## src/rtl/fe_tx_pkg.sv

```systemverilog
package fe_tx_pkg;
  localparam int NIB_W  = 4;
  localparam int CODE_W = 5;

  localparam logic [CODE_W-1:0] C_IDLE = 5'b11111;
  localparam logic [CODE_W-1:0] C_J    = 5'b11000;
  localparam logic [CODE_W-1:0] C_K    = 5'b10001;
  localparam logic [CODE_W-1:0] C_T    = 5'b01101;
  localparam logic [CODE_W-1:0] C_R    = 5'b00111;
  localparam logic [CODE_W-1:0] C_H    = 5'b00100;

  // Which code the output register loads next
  typedef enum logic [2:0] {
    SEL_IDLE, SEL_J, SEL_K, SEL_DATA, SEL_ERR, SEL_T, SEL_R
  } code_sel_e;

  typedef enum logic [1:0] {
    ST_GAP, ST_SSD2, ST_BODY, ST_ESD2
  } frame_st_e;
endpackage

```

## src/rtl/fe_tx_nibble_map.sv

```systemverilog
module fe_tx_nibble_map
  import fe_tx_pkg::*;
(
  input  logic [NIB_W-1:0]  nib,
  output logic [CODE_W-1:0] code
);
  always_comb begin
    unique case (nib)
      4'h0: code = 5'b11110;
      4'h1: code = 5'b01001;
      4'h2: code = 5'b10100;
      4'h3: code = 5'b10101;
      4'h4: code = 5'b01010;
      4'h5: code = 5'b01011;
      4'h6: code = 5'b01110;
      4'h7: code = 5'b01111;
      4'h8: code = 5'b10010;
      4'h9: code = 5'b10011;
      4'hA: code = 5'b10110;
      4'hB: code = 5'b10111;
      4'hC: code = 5'b11010;
      4'hD: code = 5'b11011;
      4'hE: code = 5'b11100;
      default: code = 5'b11101;
    endcase
  end
endmodule

```

## src/rtl/fe_tx_frame_ctl.sv

```systemverilog
module fe_tx_frame_ctl
  import fe_tx_pkg::*;
(
  input  logic      clk,
  input  logic      rst,
  input  logic      en,
  input  logic      er,
  input  logic      hold,
  output code_sel_e sel
);
  frame_st_e st_q, st_d;

  always_comb begin
    st_d = st_q;
    sel  = SEL_IDLE;
    unique case (st_q)
      ST_GAP: begin
        if (en) begin
          sel  = SEL_J;
          st_d = ST_SSD2;
        end
      end
      ST_SSD2: begin
        if (en) begin
          sel  = SEL_K;
          st_d = ST_BODY;
        end else begin
          sel  = SEL_T;
          st_d = ST_ESD2;
        end
      end
      ST_BODY: begin
        if (en) begin
          sel = er ? SEL_ERR : SEL_DATA;
        end else begin
          sel  = SEL_T;
          st_d = ST_ESD2;
        end
      end
      default: begin
        sel  = SEL_R;
        st_d = ST_GAP;
      end
    endcase
    if (hold) st_d = ST_GAP;
  end

  always_ff @(posedge clk) begin
    if (rst) st_q <= ST_GAP;
    else     st_q <= st_d;
  end


  esd_after_body_chk: assert property (@(posedge clk) disable iff (rst)
    (st_q == ST_BODY && !en && !hold) |=> (st_q == ST_ESD2));
endmodule

```

## src/rtl/fe_tx_encoder.sv

```systemverilog
module fe_tx_encoder
  import fe_tx_pkg::*;
(
  input  logic              clk,
  input  logic              rst,
  input  logic              tx_en,
  input  logic              tx_er,
  input  logic [NIB_W-1:0]  tx_nib,
  input  logic              bypass,
  input  logic [CODE_W-1:0] raw_code,
  output logic [CODE_W-1:0] code_out
);
  code_sel_e         sel;
  logic [CODE_W-1:0] data_code;
  logic [CODE_W-1:0] next_code;

  fe_tx_nibble_map u_map (
    .nib  (tx_nib),
    .code (data_code)
  );

  fe_tx_frame_ctl u_ctl (
    .clk  (clk),
    .rst  (rst),
    .en   (tx_en),
    .er   (tx_er),
    .hold (bypass),
    .sel  (sel)
  );

  always_comb begin
    unique case (sel)
      SEL_J:    next_code = C_J;
      SEL_K:    next_code = C_K;
      SEL_DATA: next_code = data_code;
      SEL_ERR:  next_code = C_H;
      SEL_T:    next_code = C_T;
      SEL_R:    next_code = C_R;
      default:  next_code = C_IDLE;
    endcase
    if (bypass) next_code = raw_code;
  end

  always_ff @(posedge clk) begin
    if (rst) code_out <= C_IDLE;
    else     code_out <= next_code;
  end


  reset_idle_chk: assert property (@(posedge clk) disable iff (rst)
    $past(rst) |-> (code_out == C_IDLE));


  bypass_pass_chk: assert property (@(posedge clk) disable iff (rst)
    bypass |=> (code_out == $past(raw_code)));


  k_after_j_chk: assert property (@(posedge clk) disable iff (rst)
    (code_out == C_K && !$past(bypass) && !$past(rst)) |-> ($past(code_out) == C_J));


  r_after_t_chk: assert property (@(posedge clk) disable iff (rst)
    (code_out == C_T && !bypass && !$past(bypass) && !$past(rst)) |=> (code_out == C_R));
endmodule

```

## config.mk

```make
export PLATFORM = sky130hd
export DESIGN_NAME = fe_tx_encoder
export DESIGN_NICKNAME = d
export VERILOG_FILES = /design/src/rtl/fe_tx_pkg.sv /design/src/rtl/fe_tx_nibble_map.sv /design/src/rtl/fe_tx_frame_ctl.sv /design/src/rtl/fe_tx_encoder.sv
export SDC_FILE = /design/constraint.sdc
export NUM_CORES = 1
export LEC_CHECK = 0
export BUFFER_PORTS_ARGS = -buffer_cell sky130_fd_sc_hd__buf_4
export CORE_AREA = 2 2 39 41
export DETAILED_ROUTE_END_ITERATION = 10
export DIE_AREA = 0 0 41 43
export PLACE_DENSITY = 0.78
export REMOVE_ABC_BUFFERS = 1
export SLEW_MARGIN = 20
export SYNTH_ARGS = -nofsm -noshare
export SYNTH_HDL_FRONTEND = slang
export SYNTH_SLANG_ARGS = --single-unit
```

## constraint.sdc

```tcl
create_clock -name clk -period 1.9 [get_ports clk]
set_input_delay 0.475 -clock clk [delete_from_list [all_inputs] [get_ports clk]]
set_output_delay 0.475 -clock clk [all_outputs]
set_load 0.05 [all_outputs]
```

======== Yosys cells after proc, flatten, opt, wreduce, memory -nomap -nowiden ========
Memories as Yosys holds them, arrays and structs flattened.
Index checks and enable logic that the tools add are counted.
storage, ports and cells
  ROM bits ................................ 80
  output and inout bits ................... 5
  register bits ........................... 7
  logic and storage cells ................. 27
  input port bits ......................... 14
  memories kept ........................... 1
memory list
  name              words  width  read ports  clocked after memory_dff  write ports  RTL line               source
  (name not given)  16     5      1           0                         0            fe_tx_nibble_map.sv:8  unique case (nib)
operators by class
  mux-type cells .......................... 11
  reduce and logical (&&, ||, !) cells .... 3
  eq/ne operators ......................... 10
operators with widths
  cell                                           number
  case mux 5 bit (6 select lines)                1
  == test 3 bit, second input constant           3
  two-way mux 3 bit                              3
  case mux 3 bit (3 select lines)                1
  == test 3 x 2 -> 1 bit, second input constant  2
  case mux 2 bit (3 select lines)                1
  two-way mux 5 bit                              1
  two-way mux 2 bit                              2
  != test 2 bit, second input constant           2
  == test 3 x 1 -> 1 bit, second input constant  1
  == test 2 x 1 -> 1 bit, second input constant  1
  == test 2 bit, second input constant           1
  logical NOT 2 bit                              1
  two-way mux 1 bit                              2
  AND reduction 2 bit                            1
  OR reduction 2 bit                             1

======== Logic depth before layout (Yosys ltp) ========
Gate-level depths: netlist (run 1).
  depth in word-level cells ............... 6
  depth in mapped cells ................... 7
  gate-level depth less buffers ........... 6

======== Cells and area by module ========
A second synthesis (run 1) with hierarchy kept.
second synthesis, totals
  cells, all modules ...................... 70
  area total of the unflattened synthesis .. 569.3 um^2
by module, submodules not included
  module            sequential area each (um^2)  cells an instance  times used  area an instance (um^2)
  fe_tx_encoder     100.1                        33                 1           276.5
  fe_tx_frame_ctl   40.0                         28                 1           227.7
  fe_tx_nibble_map  0.0                          9                  1           65.1

======== Least setup slack after synthesis (run 1) ========
Ideal clock, no wire load.
  path kind ............................... flip-flop to flip-flop
  start point ............................. register u_ctl.st_q[0]
  end point ............................... register code_out[4]
  slack ................................... 271 ps
  stages on the path, launching flop included .. 8
  required time ........................... 1778 ps
  path buffers ............................ 1
  arrival ................................. 1508 ps
  path through ............................ dfxtp_1 -> inv_1 -> ha_1 -> buf_6 -> nand2b_4 -> and3b_1 -> o41a_1 -> o32a_1
on the way
  word-level cells in the longest chain between the ends .. 5
  elaborated cells between the ends (all ways) .. 12
RTL lines
  element                                RTL line               source
  start: declaration                     fe_tx_frame_ctl.sv:11  frame_st_e st_q, st_d;
  start signal: assignment               fe_tx_frame_ctl.sv:50  else st_q <= st_d;
  == test 2 bit (tied with other cells)  fe_tx_frame_ctl.sv:16  unique case (st_q)
  case mux 3 bit (3 select lines) (*)    fe_tx_frame_ctl.sv:16
  == test 3 bit (tied with other cells)  fe_tx_encoder.sv:32    unique case (sel)
  case mux 5 bit (6 select lines) (*)    fe_tx_encoder.sv:32
  two-way mux 5 bit (*)                  fe_tx_encoder.sv:41    if (bypass) next_code = raw_code;
  end signal: assignment                 fe_tx_encoder.sv:46    else code_out <= next_code;
  end: declaration                       fe_tx_encoder.sv:11    output logic [CODE_W-1:0] code_out
Every way passes the cells marked *; elsewhere a longest branch is shown, timed or not.
A chain may end at the register's enable or synchronous reset.

======== Worst setup path in the final report (run 1) ========
  start point ............................. register u_ctl.st_q[1]
  end point ............................... register code_out[0]
Same word-level chain as after synthesis.

==> results.sh, run 1 <==
export IMPL_start_kind="flip-flop"
export IMPL_drtIter0Drc=7
export IMPL_critPathCaptureType="flip-flop"
export IMPL_synth_flop_cell="dfxtp_1"
export IMPL_wire_per_inst_um=12.4
export IMPL_crit_path_max_fanout=9
export IMPL_synth_most_common_cell="dfxtp_1"
export IMPL_critical_path_max_stage_delay_ns=0.36
export IMPL_fin_nets=101
export IMPL_crit_family="compound AO/OA/AOI/OAI gates"
export IMPL_grt_pass1_vias=463
export IMPL_synthArstFlopShare=0
export IMPL_drc=0
export IMPL_initial_core_util=0.398
export IMPL_synth_area_um2=551
export IMPL_clock_sinks=7
export IMPL_synth_distinct_cells=26
export IMPL_grt_usage=0.146
export IMPL_fin_skew_ns=0.00286
export IMPL_hold_buffers=0
export IMPL_area_delta_synth_final_pct=28.2
export IMPL_ir_drop_mv=0.379
export IMPL_cp_cell_sequence="inv_1 > ha_1 > a211oi_1 > a41oi_1 > nand3b_1 > o32a_1"
export IMPL_path_clk_slew_ns=0.05
export IMPL_worst_slew_pin_slew_ns=0.392
export IMPL_utilization=0.510
export IMPL_setup_viol=0
export IMPL_synthTopCellsByCount="dfxtp_1 (7), nor2_1 (6), nand3b_1 (5)"
export IMPL_diodes=0
export IMPL_synth_largest_area_cell="dfxtp_1"
export IMPL_post_dp_hpwl_um=978
export IMPL_grt_max_degree=11
export IMPL_synth_seq_cells=7
export IMPL_p_leak_nw=0.295
export IMPL_htree_levels=1
export IMPL_total_power_w=0.000427
export IMPL_via_count=537
export IMPL_dr_pass1_iters=4
export IMPL_slew_headroom=0.735
export IMPL_critPathSlowestCell="o32a_1"
export IMPL_core_area_um2=1380
export IMPL_cts_root_buffer="clkbuf_4"
export IMPL_ioPinCount=19
export IMPL_post_route_min_period_ns=1.73
export IMPL_design_die_area_um2=1760
export IMPL_required_ns=2.04
export IMPL_place_congestion=0.828
export IMPL_cts_tree="done"
export IMPL_yosysWarnings=0
export IMPL_synth_top_area_frac=0.255
export IMPL_grt_pass1_wl_um=1800
export IMPL_die_h_um=43
export IMPL_power_density_nw_per_um2=605
export IMPL_synth_edf_count=0
export IMPL_tns_ns=0
export IMPL_grt_antenna_before_repair=0
export IMPL_slew_violations=0
export IMPL_crit_type="reg2reg"
export IMPL_final_antenna_net_count=0
export IMPL_vias_per_cell=5.48
export IMPL_path_buf_inv=1
export IMPL_grt_remaining_overflow=0
export IMPL_hold_path_class="in2reg"
export IMPL_max_cap_viol_count=0
export IMPL_drive_gt1_frac=0.293
export IMPL_status="complete, no violations"
export IMPL_ys_top_cells_by_area="dfxtp_1 (25%), ha_1 (9.1%), o32a_1 (7.3%), nand3b_1 (6.8%), a211oi_1 (5.5%)"
export IMPL_rows=14
export IMPL_clockBufferDepth=2
export IMPL_clkLatencyLatePin_ns=0.25
export IMPL_final_hold_violation_count=0
export IMPL_yosysSeqAreaShare=0.255
export IMPL_numCtsBuffers=3
export IMPL_fmax_ghz=0.579
export IMPL_rsz0062_at_grt="false"
export IMPL_routed_wl_um=1210
export IMPL_crit_arrival_ns=1.87
export IMPL_dieWidth_um=41
export IMPL_post_route_period_util=0.909
export IMPL_whs_ns=0.409
export IMPL_port_buffers=18
export IMPL_syn_inst=62
export IMPL_syn_avg_cell_area_um2=8.88
worst reg2reg max path: cells and delay by family, from the launching register on:
kind,cells,cell delay [ns]
flops,1,0.33
fa+ha+maj,1,0.31
buf+inv,1,0.10
compound gates,3,0.74
simple gates,1,0.15
cell type report:
type | count | area (um2)
Tap cell | 16 | 20.0
Fill cell | 135 | 678
Timing Repair Buffer | 19 | 143
Sequential cell | 7 | 140
Clock buffer | 4 | 26.3
Inverter | 4 | 15.0
Multi-Input combinational cell | 48 | 362
stage by stage:
stage / cell area, um2 / worst slack (ns) / std cells
2_1_floorplan: 514 / 0.199 / 59
3_3_place_gp: 677 / 0.142 / 94
3_5_place_dp: 677 / 0.0875 / 94
4_1_cts: 703 / 0.0793 / 98
5_1_grt: 706 / 0.0621 / 98
6_report: 706 / 0.172 / 98
path summary, 6_finish.rpt:
check	from	end	slack (ns)	depth (start not counted)
worst max-delay path	u_ctl.st_q[1]	code_out[0]	0.17	6
worst min-delay path	rst	u_ctl.st_q[1]	0.41	2
worst max register to register	u_ctl.st_q[1]	code_out[0]	0.17	6
worst min register to register	u_ctl.st_q[1]	u_ctl.st_q[1]	0.68	4
what timing repair did:
item | CTS | global route
setup buffers | 0 | 0
gates resized for setup | 0 | 1
endpoints found under the setup margin | 0 | 2
routing by layer:
| metal | GRT usage | share of wire | vias to the layer above |
|---|---|---|---|
| met2 | 0.250 | 0.51 | 13 |
| met3 | 0.0471 | 0.041 | 0 |
| met5 | 0 | 0 | - |
| li1 | - | - | 278 |
| met4 | 0.0200 | 0 | 0 |
| met1 | 0.172 | 0.45 | 246 |
cells in the final DEF, fill, tap and decap left out:
cell	instances
nand3b_1	5
o41a_1	1
nor4b_1	1
clkbuf_4	3
nor2_1	6
o21a_1	4
or3_1	1
nand2b_4	1
o22a_1	1
ha_1	3
o21ai_1	1
ha_2	1
clkbuf_1	1
o32a_1	4
nand3_1	1
inv_1	4
buf_4	19
nor3_1	3
mux2i_1	1
o21ai_0	1
o311a_1	1
and3b_1	1
a21oi_1	4
a41oi_1	1
nand2b_1	2
a211oi_1	4
dfxtp_1	7
power by group:
part / internal, W / switching [W]
registers: 0.000157 / 0.00000337
clock network: 0.0000801 / 0.0000542
logic: 0.0000565 / 0.0000757
cells by family after synthesis:
kind of cell / count (synthesis) / synth area share
AOI/OAI and AO/OA: 22 / 0.307
and+or+nand+nor: 21 / 0.236
buffers and inverters: 7 / 0.0932
DFF: 7 / 0.255
adders and majority gates: 4 / 0.0909
muxes: 1 / 0.0182
registers in the layout, indices dropped and copies added (netlist names):
| name | cells |
|---|---|
| u_ctl.st_q | 2 |
| code_out | 5 |
(Power assumes the default switching activity.)
==> inputs of run 2 (changes only) <==
Settings changed: CORE_AREA 2 2 39 41 to default, CORE_UTILIZATION from default to 42, DIE_AREA 0 0 41 43 to default, PLACE_DENSITY 0.78 to 0.82.
Clock period 1.9 ns to 1.4 ns, I/O delays scaled along.
==> run 2 against run 1 <==
The run now ends with negative setup slack left. Clock power rose by 50%. Critical path type unchanged. Largest power group is now combinational cells. Power rose by 54%. Combinational power rose by 82%. Cell count rose by 14%. Sequential power rose by 37%. Global-route usage rose by 15 points. Highest routed layer is now met4. Via count rose by 20%. Setup slack got worse by 0.36 ns. Maximum frequency rose by 8.9%.
==> results.sh, run 2 (synthesis gave the netlist of run 1 again) <==
export IMPL_status="finished, violations left"
export IMPL_violations="negative setup slack"
export IMPL_place_congestion=0.907
export IMPL_post_route_min_period_ns=1.59
export IMPL_post_dp_hpwl_um=1110
export IMPL_slew_violations=0
export IMPL_required_ns=1.56
export IMPL_slew_headroom=0.790
export IMPL_critPathCaptureType="flip-flop"
export IMPL_grt_pass1_wl_um=2750
export IMPL_routed_wl_um=1820
export IMPL_dieWidth_um=38.2
export IMPL_diodes=0
export IMPL_fin_skew_ns=0.000285
export IMPL_initial_core_util=0.476
export IMPL_reg_largest_list="code_out x5, u_ctl.st_q x2"
export IMPL_clkLatencyLatePin_ns=0.27
export IMPL_worst_slack_ns=-0.187
export IMPL_htree_levels=1
export IMPL_cts_root_buffer="clkbuf_4"
export IMPL_core_area_um2=1160
export IMPL_numCtsBuffers=3
export IMPL_ir_drop_mv=0.746
export IMPL_drive_gt1_frac=0.571
export IMPL_grt_remaining_overflow=0
export IMPL_path_clk_slew_ns=0.06
export IMPL_grt_usage=0.293
export IMPL_clockBufferDepth=2
export IMPL_dr_pass1_iters=5
export IMPL_die_h_um=38.2
export IMPL_grt_pass1_vias=626
export IMPL_grt_antenna_before_repair=0
export IMPL_stdcell_count=112
export IMPL_area_delta_synth_final_pct=67.0
export IMPL_power_density_nw_per_um2=717
export IMPL_max_cap_viol_count=0
export IMPL_dp_cells=105
export IMPL_rows=12
export IMPL_port_buffers=18
export IMPL_hold_buffers=0
export IMPL_p_leak_nw=0.393
export IMPL_rsz0062_at_grt="true"
export IMPL_hold_path_class="in2reg"
export IMPL_post_route_period_util=1.13
export IMPL_fin_nets=117
export IMPL_vias_per_cell=5.73
export IMPL_cts_tree="done"
export IMPL_fmax_ghz=0.630
export IMPL_crit_arrival_ns=1.74
export IMPL_worst_slew_pin_slew_ns=0.314
export IMPL_largest_reg_flops=5
export IMPL_crit_path_max_fanout=3
export IMPL_drc=0
export IMPL_start_kind="flip-flop"
export IMPL_final_common_cell="buf_4"
export IMPL_crit_type="reg2reg"
export IMPL_final_antenna_net_count=0
export IMPL_mostFrequentLayoutCells="buf_4 (33), nand3b_1 (5), nor2_1 (5), dfxtp_1 (5)"
export IMPL_pre_cts_ws_ns=-0.331
export IMPL_via_count=642
export IMPL_design_die_area_um2=1460
export IMPL_ioPinCount=19
export IMPL_wire_per_inst_um=16.2
export IMPL_clock_sinks=7
export IMPL_drtIter0Drc=24
export IMPL_setup_viol=6
export IMPL_grt_max_degree=8
export IMPL_regMostFlops="code_out"
export IMPL_final_hold_violation_count=0
-- run 2: changes by cell type in the layout (fill, tap and decap cells not counted), moves of 2 or more --
cell and change:
buf_6 +2, dfxtp_1 -2, buf_4 +14, ha_4 +3
inv_2 +2, inv_1 -2, ha_1 -2, dfxtp_2 +2
a21oi_1 -2
-- run 2: cell type report --
class,instances,area (um2)
clock inverter,1,5.00
tap,14,17.5
timing repair buffer,35,270
fill,86,236
multi-input combinational,48,447
inverter,4,15.0
clock buffer,3,22.5
sequential,7,143
-- run 2: worst paths after layout --
kind                       from       endpoint  slack, ns  cells after the start
setup / recovery  u_ctl.st_q[0]    code_out[0]      -0.19                      7
setup reg to reg  u_ctl.st_q[0]    code_out[0]      -0.19                      7
hold reg to reg   u_ctl.st_q[0]  u_ctl.st_q[0]       0.74                      4
hold / removal              rst  u_ctl.st_q[1]       0.26                      2
-- run 2: where the power goes --
group          internal, W  total, W  switching (W)  leakage (nW)
logic             0.000112  0.000240       0.000127         0.316
clock network     0.000106  0.000201      0.0000954        0.0177
registers         0.000213  0.000219     0.00000537        0.0588
total             0.000431  0.000659       0.000228         0.393
-- run 2: per-stage QoR --
step / power (W) / TNS [ns] / util / instance area (um2) / hold WS (ns)
final: 0.000659 / -0.889 / 0.795 / 920 / 0.263
after global routing: 0.000692 / -1.35 / 0.795 / 920 / 0.255
after CTS: 0.000646 / -0.634 / 0.768 / 888 / 0.255
after detailed placement: 0.000426 / -1.79 / 0.668 / 772 / 0.547
after global placement: 0.000423 / -1.62 / 0.668 / 772 / 0.544
after floorplan: 0.000329 / -0.755 / - / 514 / 0.427
-- run 2: critical path, cell delays in order (launching register included) --
cell and delay, ns:
dfxtp_2 0.33, inv_2 0.08, buf_6 0.11, ha_4 0.13, and3b_1 0.19, buf_4 0.13, o21a_1 0.17, o32a_1 0.33
-- run 2: layer usage --
metal  GRT usage  up-vias  part of all wire
li1            -      309                 -
met1       0.298      301              0.39
met2       0.504       27              0.52
met3       0.134        5             0.065
met4       0.134        0             0.014
met5           0        -                 0
-- run 2: repair_timing --
item / in CTS / in global routing
pin swaps: 6 / 1
endpoints found under the setup margin: 7 / 7
buffers inserted: 2 / 1
resized for setup: 17 / 5
==> inputs of run 3 (changes only) <==
--- a/config.mk
+++ b/config.mk
@@ -8,5 +8,5 @@
 export BUFFER_PORTS_ARGS = -buffer_cell sky130_fd_sc_hd__buf_4
-export CORE_UTILIZATION = 42
+export CORE_UTILIZATION = 43
 export DETAILED_ROUTE_END_ITERATION = 10
-export PLACE_DENSITY = 0.82
+export PLACE_DENSITY = 0.83
 export REMOVE_ABC_BUFFERS = 1
@@ -15,2 +15,3 @@
 export SYNTH_HDL_FRONTEND = slang
+export SYNTH_HIERARCHICAL = 1
 export SYNTH_SLANG_ARGS = --single-unit
--- a/constraint.sdc
+++ b/constraint.sdc
@@ -3,2 +3,2 @@
 set_output_delay 0.35 -clock clk [all_outputs]
-set_load 0.05 [all_outputs]
+set_load 0.005 [all_outputs]
==> run 3 against run 2 <==
The run still ends with negative setup slack left. Power up 1.4%. First-iteration DRC count down 38%. Die area up 0.94%. Clock power down 4%. Critical path type unchanged. Combinational power up 7%. Area after synthesis up 3.4%.
==> results.sh, run 3 <==
export IMPL_status="finished, violations left"
export IMPL_violations="negative setup slack"
export IMPL_hold_depth=2
export IMPL_vias_per_cell=5.34
export IMPL_syn_avg_cell_area_um2=8.13
export IMPL_initial_core_util=0.486
export IMPL_htree_levels=1
export IMPL_path_clk_slew_ns=0.06
export IMPL_synth_flop_cell="dfxtp_1"
export IMPL_post_route_min_period_ns=1.65
export IMPL_synth_most_common_cell="nor2_1"
export IMPL_rr_endpoint="code_out[4]"
export IMPL_synth_distinct_cells=31
export IMPL_die_h_um=38.4
export IMPL_setup_viol=7
export IMPL_grt_pass1_wl_um=2370
export IMPL_min_from="rst"
export IMPL_design_die_area_um2=1470
export IMPL_area_delta_synth_final_pct=64.6
export IMPL_grt_pass1_vias=575
export IMPL_largest_reg_flops=5
export IMPL_start_kind="flip-flop"
export IMPL_slew_headroom=0.720
export IMPL_clockBufferDepth=2
export IMPL_synthArstFlopShare=0
export IMPL_post_route_period_util=1.18
export IMPL_r2r_start="u_ctl/st_q[1]"
export IMPL_hold_path_class="in2reg"
export IMPL_port_buffers=18
export IMPL_cts_root_buffer="clkbuf_4"
export IMPL_required_ns=1.59
export IMPL_dr_pass1_iters=4
export IMPL_rows=12
export IMPL_place_congestion=0.898
export IMPL_tns_ns=-1.17
export IMPL_fin_nets=121
export IMPL_yosysSeqAreaShare=0.246
export IMPL_synth_edf_count=0
export IMPL_worst_slack_ns=-0.245
export IMPL_synth_seq_cells=7
export IMPL_max_cap_viol_count=0
export IMPL_synth_largest_area_cell="dfxtp_1"
export IMPL_design_area_um2=937
export IMPL_place_area_um2=779
export IMPL_grt_antenna_before_repair=0
export IMPL_mostFrequentLayoutCells="buf_4 (29), nor2_1 (6), dfxtp_1 (5)"
export IMPL_drive_gt1_frac=0.564
export IMPL_drtIter0Drc=15
export IMPL_grt_remaining_overflow=0
export IMPL_ioPinCount=19
export IMPL_wire_per_inst_um=13.8
export IMPL_fin_skew_ns=0.000949
export IMPL_crit_type="reg2reg"
export IMPL_critPathCaptureType="flip-flop"
export IMPL_grt_usage=0.231
export IMPL_crit_start="u_ctl/st_q[1]"
export IMPL_ys_top_cells_by_area="dfxtp_1 (25%), ha_1 (11%), nor2_1 (5.3%), a21oi_1 (4.4%), o21bai_1 (4.0%)"
export IMPL_ir_drop_mv=0.447
export IMPL_clkLatencyLatePin_ns=0.26
export IMPL_worst_slew_pin_slew_ns=0.418
export IMPL_crit_arrival_ns=1.84
export IMPL_syn_inst=70
export IMPL_reg2reg_slack_ns=-0.25
export IMPL_crit_path_max_fanout=8
export IMPL_synthTopCellsByCount="nor2_1 (8), dfxtp_1 (7), a21oi_1 (5), ha_1 (5), nor3_1 (4)"
export IMPL_final_hold_violation_count=0
export IMPL_power_density_nw_per_um2=713
export IMPL_p_leak_nw=0.403
export IMPL_clock_sinks=7
export IMPL_cts_tree="done"
export IMPL_core_area_um2=1170
export IMPL_numCtsBuffers=3
export IMPL_dieWidth_um=38.4
export IMPL_diodes=0
export IMPL_reg2reg_depth=9
export IMPL_rsz0062_at_grt="true"
export IMPL_routed_wl_um=1590
export IMPL_worstHoldEndpoint="u_ctl/st_q[1]"
export IMPL_synth_top_area_frac=0.246
export IMPL_final_common_cell="buf_4"
export IMPL_slew_violations=0
export IMPL_fmax_ghz=0.608
export IMPL_synth_area_um2=569
export IMPL_yosysWarnings=6
export IMPL_hold_buffers=0
export IMPL_final_antenna_net_count=0
export IMPL_regMostFlops="code_out"
export IMPL_reg_largest_list="code_out x5, u_ctl/st_q x2"
export IMPL_drc=0
export IMPL_via_count=614
export IMPL_grt_max_degree=13
export IMPL_post_dp_hpwl_um=1060
-- run 3: cell type report --
cell class	instances	area (um2)
clock buffer	4	26.3
timing repair buffer	31	240
fill	74	234
tap	14	17.5
sequential	7	145
multi-input combinational	56	494
inverter	3	13.8
-- run 3: per-layer routing --
metal	global-route usage	routed length (um)	up-vias	share of wire
met5	0	0	-	0
li1	-	-	308	-
met3	0.0349	77	2	0.049
met1	0.295	712	281	0.45
met2	0.390	782	23	0.49
met4	0.0776	14	0	0.0088
-- run 3: critical path, stage by stage (launching register included) --
cell and delay (ns):
dfxtp_4 0.39, inv_4 0.05, buf_6 0.11, ha_4 0.16, nor2_2 0.15, a211oi_2 0.09
buf_4 0.17, nand2_2 0.07, mux2_4 0.30, o21ai_2 0.10
-- run 3: per-stage QoR --
step / worst slack [ns] / total power (W) / util / hold slack [ns] / std cells
floorplan: -0.622 / 0.000322 / - / 0.419 / 66
global placement: -0.355 / 0.000418 / 0.666 / 0.564 / 109
detailed placement: -0.403 / 0.000424 / 0.666 / 0.567 / 109
CTS: -0.230 / 0.000643 / 0.759 / 0.296 / 113
global route: -0.308 / 0.000707 / 0.800 / 0.300 / 115
finish: -0.245 / 0.000668 / 0.800 / 0.303 / 115
-- run 3: worst max path at each step --
| stage | to |
|---|---|
| 3_3_place_gp | code_out[3] |
| 6_report | code_out[4] |
| 4_1_cts | code_out[4] |
| 2_1_floorplan | code_out[4] |
| 3_5_place_dp | code_out[3] |
| 5_1_grt | code_out[4] |
-- run 3: cell families after synthesis --
group,Yosys count,share of synthesized area
simple gates,26,0.235
compound gates,20,0.246
buf+inv,7,0.0637
flops,7,0.246
fa+ha+maj,5,0.110
mux,3,0.0681
xor+xnor,2,0.0308
-- run 3: repair_timing --
| item | CTS | global route |
|---|---|---|
| pin swaps | 4 | 1 |
| gates resized for setup | 21 | 7 |
| buffers inserted | 0 | 2 |
| hold endpoints to repair | 0 | 0 |
| endpoints found under the setup margin | 7 | 7 |
| gates cloned | 0 | 0 |
-- run 3: power breakdown --
| part | switching [W] | leakage (nW) | internal (W) |
|---|---|---|---|
| combinational | 0.000115 | 0.329 | 0.000140 |
| clock | 0.0000841 | 0.0150 | 0.000109 |
| sequential | 0.00000643 | 0.0592 | 0.000213 |
| total | 0.000206 | 0.403 | 0.000463 |
